`config.mk`:
```
export PLATFORM = sky130hd
export DESIGN_NAME = cpif_slave
export DESIGN_NICKNAME = d
export VERILOG_FILES = /design/src/rtl/cpif_pkg.sv /design/src/rtl/cpif_sync.sv /design/src/rtl/cpif_decode.sv /design/src/rtl/cpif_dialog.sv /design/src/rtl/cpif_slave.sv
export SDC_FILE = /design/constraint.sdc
export NUM_CORES = 1
export LEC_CHECK = 0
export BUFFER_PORTS_ARGS = -buffer_cell sky130_fd_sc_hd__buf_2
export CAP_MARGIN = 20
export CORE_MARGIN = 1
export CORE_UTILIZATION = 35
export CTS_CLUSTER_SIZE = 30
export DETAILED_ROUTE_END_ITERATION = 8
export PLACE_DENSITY = 0.71
export SETUP_SLACK_MARGIN = 0.4
export SKIP_LAST_GASP = 1
export SYNTH_ARGS = -nofsm -noshare
export SYNTH_HDL_FRONTEND = slang
export SYNTH_SLANG_ARGS = --single-unit
```
`constraint.sdc`:
```
create_clock -name clk -period 1.5 [get_ports clk]
set_input_delay 0.3 -clock clk [delete_from_list [all_inputs] [get_ports clk]]
set_output_delay 0.3 -clock clk [all_outputs]
set_load 0.01 [all_outputs]
```
`src/rtl/cpif_pkg.sv`:
```
package cpif_pkg;
  typedef enum logic [3:0] {
    K_RSP, K_CTL, K_SAVE, K_RESTORE, K_OPW, K_CMD, K_RSV, K_COND,
    K_OPND, K_RSEL, K_IADDR, K_OPA
  } loc_e;

  typedef enum logic [2:0] {
    WT_CTL = 3'd0, WT_RESTORE = 3'd1, WT_CMD = 3'd2,
    WT_COND = 3'd3, WT_OPND = 3'd4, WT_IADDR = 3'd5
  } wtgt_e;

  typedef enum logic [2:0] {
    D_IDLE, D_ARMED, D_EXEC, D_SVC, D_WAITOP
  } dlg_e;

  typedef struct packed {
    loc_e loc;
    logic is_long;
  } loc_info_t;
endpackage

```
`src/rtl/cpif_sync.sv`:
```
module cpif_sync #(
  parameter int STAGES = 2
) (
  input  logic clk,
  input  logic rst,
  input  logic async_in,
  output logic level,
  output logic rise
);
  logic [STAGES-1:0] shreg;
  logic              last;

  always_ff @(posedge clk) begin
    if (rst) begin
      shreg <= '0;
      last  <= 1'b0;
    end else begin
      shreg <= {shreg[STAGES-2:0], async_in};
      last  <= shreg[STAGES-1];
    end
  end

  assign level = shreg[STAGES-1];
  assign rise  = shreg[STAGES-1] & ~last;
endmodule

```
`src/rtl/cpif_decode.sv`:
```
module cpif_decode
  import cpif_pkg::*;
(
  input  logic [3:0] addr_hi,
  output loc_info_t  info
);
  always_comb begin
    info.is_long = 1'b0;
    info.loc     = K_RSV;
    case (addr_hi)
      4'b0000: info.loc = K_RSP;
      4'b0001: info.loc = K_CTL;
      4'b0010: info.loc = K_SAVE;
      4'b0011: info.loc = K_RESTORE;
      4'b0100: info.loc = K_OPW;
      4'b0101: info.loc = K_CMD;
      4'b0110: info.loc = K_RSV;
      4'b0111: info.loc = K_COND;
      4'b1000, 4'b1001: begin info.loc = K_OPND;  info.is_long = 1'b1; end
      4'b1010:          begin info.loc = K_RSEL;  info.is_long = 1'b1; end
      4'b1011:          info.loc = K_RSV;
      4'b1100, 4'b1101: begin info.loc = K_IADDR; info.is_long = 1'b1; end
      default:          begin info.loc = K_OPA;   info.is_long = 1'b1; end
    endcase
  end
endmodule

```
`src/rtl/cpif_dialog.sv`:
```
module cpif_dialog
  import cpif_pkg::*;
#(
  parameter int             HALF_W    = 16,
  parameter logic [HALF_W-1:0] NULL_PRIM = 16'h0802,
  parameter logic [HALF_W-1:0] XFER_PRIM = 16'h8C03
) (
  input  logic              clk,
  input  logic              rst,
  input  logic              cmd_wr,
  input  logic              rsp_rd,
  input  logic              opnd_acc,
  input  logic              xfer_req,
  input  logic              done,
  output logic [HALF_W-1:0] rsp_word,
  output logic              exec_start
);
  dlg_e state;

  always_ff @(posedge clk) begin
    if (rst) begin
      state      <= D_IDLE;
      exec_start <= 1'b0;
    end else begin
      exec_start <= (state == D_ARMED) && rsp_rd;
      if (cmd_wr) state <= D_ARMED;
      else begin
        case (state)
          D_ARMED:  if (rsp_rd) state <= D_EXEC;
          D_EXEC:   if (done) state <= D_IDLE;
                    else if (xfer_req) state <= D_SVC;
          D_SVC:    if (rsp_rd) state <= D_WAITOP;
          D_WAITOP: if (opnd_acc) state <= D_EXEC;
          default:  state <= state;
        endcase
      end
    end
  end

  assign rsp_word = (state == D_SVC) ? XFER_PRIM : NULL_PRIM;

  // a start pulse only follows a response read taken while armed
  assert_start_after_arm_R10: assert property (@(posedge clk) disable iff (rst)
    exec_start |-> ($past(state) == D_ARMED && $past(rsp_rd)));

  // reading the transfer request moves the dialog to operand wait
  assert_svc_read_waits_R11: assert property (@(posedge clk) disable iff (rst)
    (state == D_SVC && rsp_rd && !cmd_wr) |=> (state == D_WAITOP));
endmodule

```
`src/rtl/cpif_slave.sv`:
```
module cpif_slave
  import cpif_pkg::*;
#(
  parameter int                DATA_W      = 32,
  parameter int                ADDR_W      = 5,
  parameter int                SYNC_STAGES = 2,
  parameter logic [DATA_W/2-1:0] NULL_PRIM = 16'h0802,
  parameter logic [DATA_W/2-1:0] XFER_PRIM = 16'h8C03
) (
  input  logic                clk,
  input  logic                rst,
  input  logic                bus_sel,
  input  logic                bus_rd,
  input  logic [ADDR_W-1:0]   bus_addr,
  input  logic [DATA_W-1:0]   bus_wdata,
  output logic [DATA_W-1:0]   bus_rdata,
  output logic                ack_upper,
  output logic                ack_lower,
  input  logic [DATA_W/2-1:0] core_save,
  input  logic [DATA_W/2-1:0] core_rsel,
  input  logic [DATA_W-1:0]   core_opnd,
  input  logic                core_xfer_req,
  input  logic                core_done,
  output logic                wr_strobe,
  output logic [2:0]          wr_target,
  output logic [DATA_W-1:0]   wr_data,
  output logic                exec_start,
  output logic [DATA_W/2-1:0] cmd_word
);
  localparam int HALF_W = DATA_W / 2;

  logic              sel_s, acc;
  loc_info_t         info;
  logic [HALF_W-1:0] rsp_word, restore_q;
  logic [DATA_W-1:0] rd_value, wr_value;
  logic              wr_ok;
  wtgt_e             wr_tgt;
  logic              unused_a0;

  assign unused_a0 = bus_addr[0];

  cpif_sync #(.STAGES(SYNC_STAGES)) u_sync (
    .clk(clk), .rst(rst), .async_in(bus_sel), .level(sel_s), .rise(acc)
  );

  cpif_decode u_dec (.addr_hi(bus_addr[ADDR_W-1:1]), .info(info));

  cpif_dialog #(.HALF_W(HALF_W), .NULL_PRIM(NULL_PRIM), .XFER_PRIM(XFER_PRIM)) u_dlg (
    .clk(clk), .rst(rst),
    .cmd_wr(acc && !bus_rd && info.loc == K_CMD),
    .rsp_rd(acc && bus_rd && info.loc == K_RSP),
    .opnd_acc(acc && info.loc == K_OPND),
    .xfer_req(core_xfer_req), .done(core_done),
    .rsp_word(rsp_word), .exec_start(exec_start)
  );

  always_comb begin
    case (info.loc)
      K_RSP:     rd_value = {rsp_word, {HALF_W{1'b0}}};
      K_SAVE:    rd_value = {core_save, {HALF_W{1'b0}}};
      K_RESTORE: rd_value = {restore_q, {HALF_W{1'b0}}};
      K_RSEL:    rd_value = {core_rsel, core_rsel};
      K_OPND:    rd_value = core_opnd;
      default:   rd_value = '1;
    endcase
  end

  always_comb begin
    wr_ok  = 1'b1;
    wr_tgt = WT_CTL;
    case (info.loc)
      K_CTL:     wr_tgt = WT_CTL;
      K_RESTORE: wr_tgt = WT_RESTORE;
      K_CMD:     wr_tgt = WT_CMD;
      K_COND:    wr_tgt = WT_COND;
      K_OPND:    wr_tgt = WT_OPND;
      K_IADDR:   wr_tgt = WT_IADDR;
      default:   wr_ok  = 1'b0;
    endcase
    wr_value = info.is_long ? bus_wdata : {{HALF_W{1'b0}}, bus_wdata[DATA_W-1:HALF_W]};
  end

  always_ff @(posedge clk) begin
    if (rst) begin
      ack_upper <= 1'b0;
      ack_lower <= 1'b0;
      bus_rdata <= '0;
      wr_strobe <= 1'b0;
      wr_target <= WT_CTL;
      wr_data   <= '0;
      cmd_word  <= '0;
      restore_q <= '0;
    end else begin
      wr_strobe <= 1'b0;
      if (acc) begin
        ack_upper <= 1'b1;
        ack_lower <= info.is_long;
        if (bus_rd) bus_rdata <= rd_value;
        else if (wr_ok) begin
          wr_strobe <= 1'b1;
          wr_target <= wr_tgt;
          wr_data   <= wr_value;
          if (info.loc == K_RESTORE) restore_q <= bus_wdata[DATA_W-1:HALF_W];
          if (info.loc == K_CMD)     cmd_word  <= bus_wdata[DATA_W-1:HALF_W];
        end
      end else if (!sel_s) begin
        ack_upper <= 1'b0;
        ack_lower <= 1'b0;
      end
    end
  end

  // the lower acknowledge never appears without the upper one
  assert_lower_needs_upper_R3: assert property (@(posedge clk) disable iff (rst)
    ack_lower |-> ack_upper);

  // a released select clears the acknowledge on the next edge
  assert_release_drops_ack_R2: assert property (@(posedge clk) disable iff (rst)
    !sel_s |=> !ack_upper);

  // read data holds while the acknowledge is held
  assert_rdata_hold_R2: assert property (@(posedge clk) disable iff (rst)
    (ack_upper && $past(ack_upper)) |-> $stable(bus_rdata));

  // a write strobe only comes with a fresh acknowledge
  assert_strobe_with_ack_R7: assert property (@(posedge clk) disable iff (rst)
    wr_strobe |-> $rose(ack_upper));
endmodule

```
==> flow_summary.yaml <==
outcome:
  outcome: "finished, violations left"
  violations: "negative setup slack"
clocking:
  ctsRootBufferMaster: "clkbuf_16"
  cts-buffers-inserted: 9
  worst_skew_pair.late_latency_ns: 0.35
  clock_tree_from_tritoncts: "built"
  cts-hold-fix-buffers: 0
  cts.reportedPaths.clkPinSlew_ns: 0.07
  cts_buffer_depth: 2
  numClockSinks: 109
  clock_h_tree_levels: 3
layout:
  drive_gt1_frac: 0.5260
  filler_cell_count: 1104
  n_antenna_cell: 0
  synthToLayoutAreaGrowth_pct: 63.54
  finalInstanceArea_um2: 7430
  layout.cells.non_filler: 942
  regArea_um2: 2296
  multi_input_comb_area_um2: 2317
  final_nets: 873
power:
  power_frac_clock: 0.366
  power-per-cell-area_nw_per_um2: 807.0
  p_int_uw: 4465
  total_switching_power_uw: 1531
  irDropWorstVdd_mv: 0.5595
  comb_power_share: 0.136
  p_sw_frac: 0.2554
  seqPwrFrac: 0.498
  p_leak_uw: 0.002977
  finalPower_uw: 5996
place:
  port_buffers: 192
  minimum_setup_slack_after_placement_ns: -0.1622
  detailed_place_hpwl_um: 11060
  placed_cell_area_um2: 6122
  globalplace.congestion: 0.8616
  dp.cells: 905
synth:
  synth_area_leaders: "dfxtp_1, nand2_1, a311oi_1"
  syn_area_um2: 4543
  post_synthesis_area_per_instance_um2: 8.492
  ys_seq_elements: 109
  synth_cells: 535
  postSynth.topFlopCell: "dfxtp_1"
  synth.cells.most_frequent: "nand2_1, dfxtp_1, nor2_1"
  postSynth.asyncResetShare: 0
  post-synth-top-area-cell: "dfxtp_1"
  synth_edf_count: 0
  synth_seq_area_share: 0.4803
  synth_most_common_cell: "nand2_1"
  synth.distinct_cells: 38
  synth.yosys.warnings: 0
  synth.top_cell.area_share: 0.4803
  mappedNetlistNets: 642
floorplanning:
  coreArea_um2: 12620
  design.die.area_um2: 13440
  initial_utilization: 0.3600
  die_width_um: 115.9
  rows: 41
  io-pin-count: 194
  dieHeight_um: 115.9
global_routing:
  grt_antenna_before_repair: 0
  maximum_number_of_pins_on_one_net_before_global_route_repair: 33
  grt_pass1_wl_um: 23570
  globalRouteTotalUtil: 0.2303
  grt_pass1_vias: 4590
  globalRouteOverflowTotal: 0
sta:
  finalHoldWorstSlack_ns: 0.1636
  report.final.hold_viol_count: 0
  fin_crit_ns: 1.584
  finalWorstSetupSlack_ns: -0.08444
  clock.fmax_mhz: 631.1
  slew_violations: 0
  final.period_utilization: 1.056
  max_slew_margin_vs_limit: 0.7404
  tightestPinTransition_ns: 0.3894
  setup_viol: 36
  clock_skew_ns: 0.008947
  grt_setup_unrepaired: "yes"
setup_path:
  timing.critical_path.required_ns: 1.74
  endpoint_kind: "flip-flop"
  critical_path.reg2reg.startpoint: "u_sync.last$_SDFF_PP0_"
  worst_r2r_path_depth: 6
  crit_path_start_kind: "flip-flop"
  regToRegSetupSlack_ns: -0.08
  critical_path_peak_fanout: 9
  worst_ep_arrival_time_ns: 1.83
  critical_path.reg2reg.endpoint: "wr_data[13]$_SDFFE_PP0P_"
  critPathKind: "flip-flop to flip-flop"
run:
  maxCapViolations: 0
route:
  count_of_antenna_violating_nets_left_after_detailed_routing: 0
  postRouteWirelength_um: 17300
  wl_met1_um: 7184
  met2_wirelength_um: 8255
  route.vias.total: 5081
  initialDrtViolationCount: 368
  met3_wirelength_um: 1490
  post-route-drc-count: 0
  via_per_inst: 5.394
  dr.pass1.iters: 8
  top_signal_layer_used: "met4"
  post_drt_wl_per_cell_um: 18.36
min_path:
  hold_path_class: "primary input to flip-flop"
  worstHoldStart: "bus_sel"
  min_to: "u_sync.shreg[0]$_SDFF_PP0_"
  min_path_cells: 2
[worst max-delay path: stages (launching register included)]
cell and delay (ns):
dfxtp_4 0.36, nor3b_4 0.19, a21boi_4 0.32, buf_6 0.19, buf_4 0.12, nor2_1 0.04, a311oi_1 0.25
[layout by cell type (no fill, tap or decap), types with 15 or more instances in the layout]
master	count
o21ai_0	19
buf_4	48
buf_2	106
a21oi_1	35
buf_6	90
nor2_1	53
a22o_1	19
nand2_1	114
a311oi_1	36
clkbuf_16	15
dfxtp_2	85
dfxtp_1	22
[power by group through the flow]
| stage | Clock (uW) | Combinational, uW | Sequential [uW] |
|---|---|---|---|
| 3_3_place_gp | 0 | 703 | 3030 |
| 6_report | 2190 | 816 | 2980 |
| 5_1_grt | 2360 | 873 | 2990 |
| 4_1_cts | 2230 | 751 | 2980 |
| 2_1_floorplan | 0 | 322 | 3050 |
| 3_5_place_dp | 0 | 703 | 3030 |
[how the worst max path moves through the flow]
stage / cells past startpoint / to / from / slack [ns]
3_5_place_dp: 6 / wr_data[0]$_SDFFE_PP0P_ / bus_rd / -0.16
3_3_place_gp: 6 / bus_rdata[21]$_SDFFE_PP0P_ / bus_addr[3] / -0.14
5_1_grt: 6 / wr_data[13]$_SDFFE_PP0P_ / u_sync.shreg[1]$_SDFF_PP0_ / -0.14
6_report: 6 / wr_data[13]$_SDFFE_PP0P_ / u_sync.last$_SDFF_PP0_ / -0.08
2_1_floorplan: 5 / u_dlg.state[0]$_SDFFE_PP0P_ / bus_addr[3] / 0.07
4_1_cts: 5 / wr_data[27]$_SDFFE_PP0P_ / u_sync.last$_SDFF_PP0_ / -0.02
[stage by stage]
| step | utilization | setup TNS, ns |
|---|---|---|
| after floorplan | - | 0 |
| after global placement | 0.4851 | -6.457 |
| after detailed placement | 0.4851 | -6.711 |
| after CTS | 0.5459 | -0.1566 |
| after global routing | 0.5887 | -4.982 |
| final | 0.5887 | -0.9060 |
[layout make-up]
| type | count | area share |
|---|---|---|
| multi-input cells | 376 | 0.3119 |
| inverters | 7 | 0.003537 |
| flip-flops and latches | 109 | 0.3090 |
| clock inverters | 3 | 0.003200 |
| clock buffers | 12 | 0.03183 |
| well taps | 172 | 0.02897 |
| repair buffers | 263 | 0.3116 |
[layer usage]
metal  global-route usage  up-vias
li1                     -     2384
met1               0.2935     2387
met2               0.3690      286
met3              0.06015       24
met4              0.09487        0
met5                    0        -
[registers in the layout (all words and copies together), names as in the netlist, 2 cells and up]
register / count
bus_rdata: 32
cmd_word: 16
restore_q: 16
u_dlg.state: 3
u_sync.shreg: 2
wr_data: 32
wr_target: 3
[cell families after synthesis]
| kind of cell | after synthesis | synth area share |
|---|---|---|
| flops | 109 | 0.4803 |
| buf+inv | 51 | 0.05288 |
| mux | 3 | 0.006610 |
| simple gates | 221 | 0.2176 |
| compound gates | 151 | 0.2426 |
[what timing repair did]
action                     4_1_cts  5_1_grt
setup endpoints to repair      187      190
resized for setup              116       87
buffers inserted                 9        5
pin swaps                       10       11
gates cloned                     1        7
No activity file was read; power rests on OpenSTA's default activity.
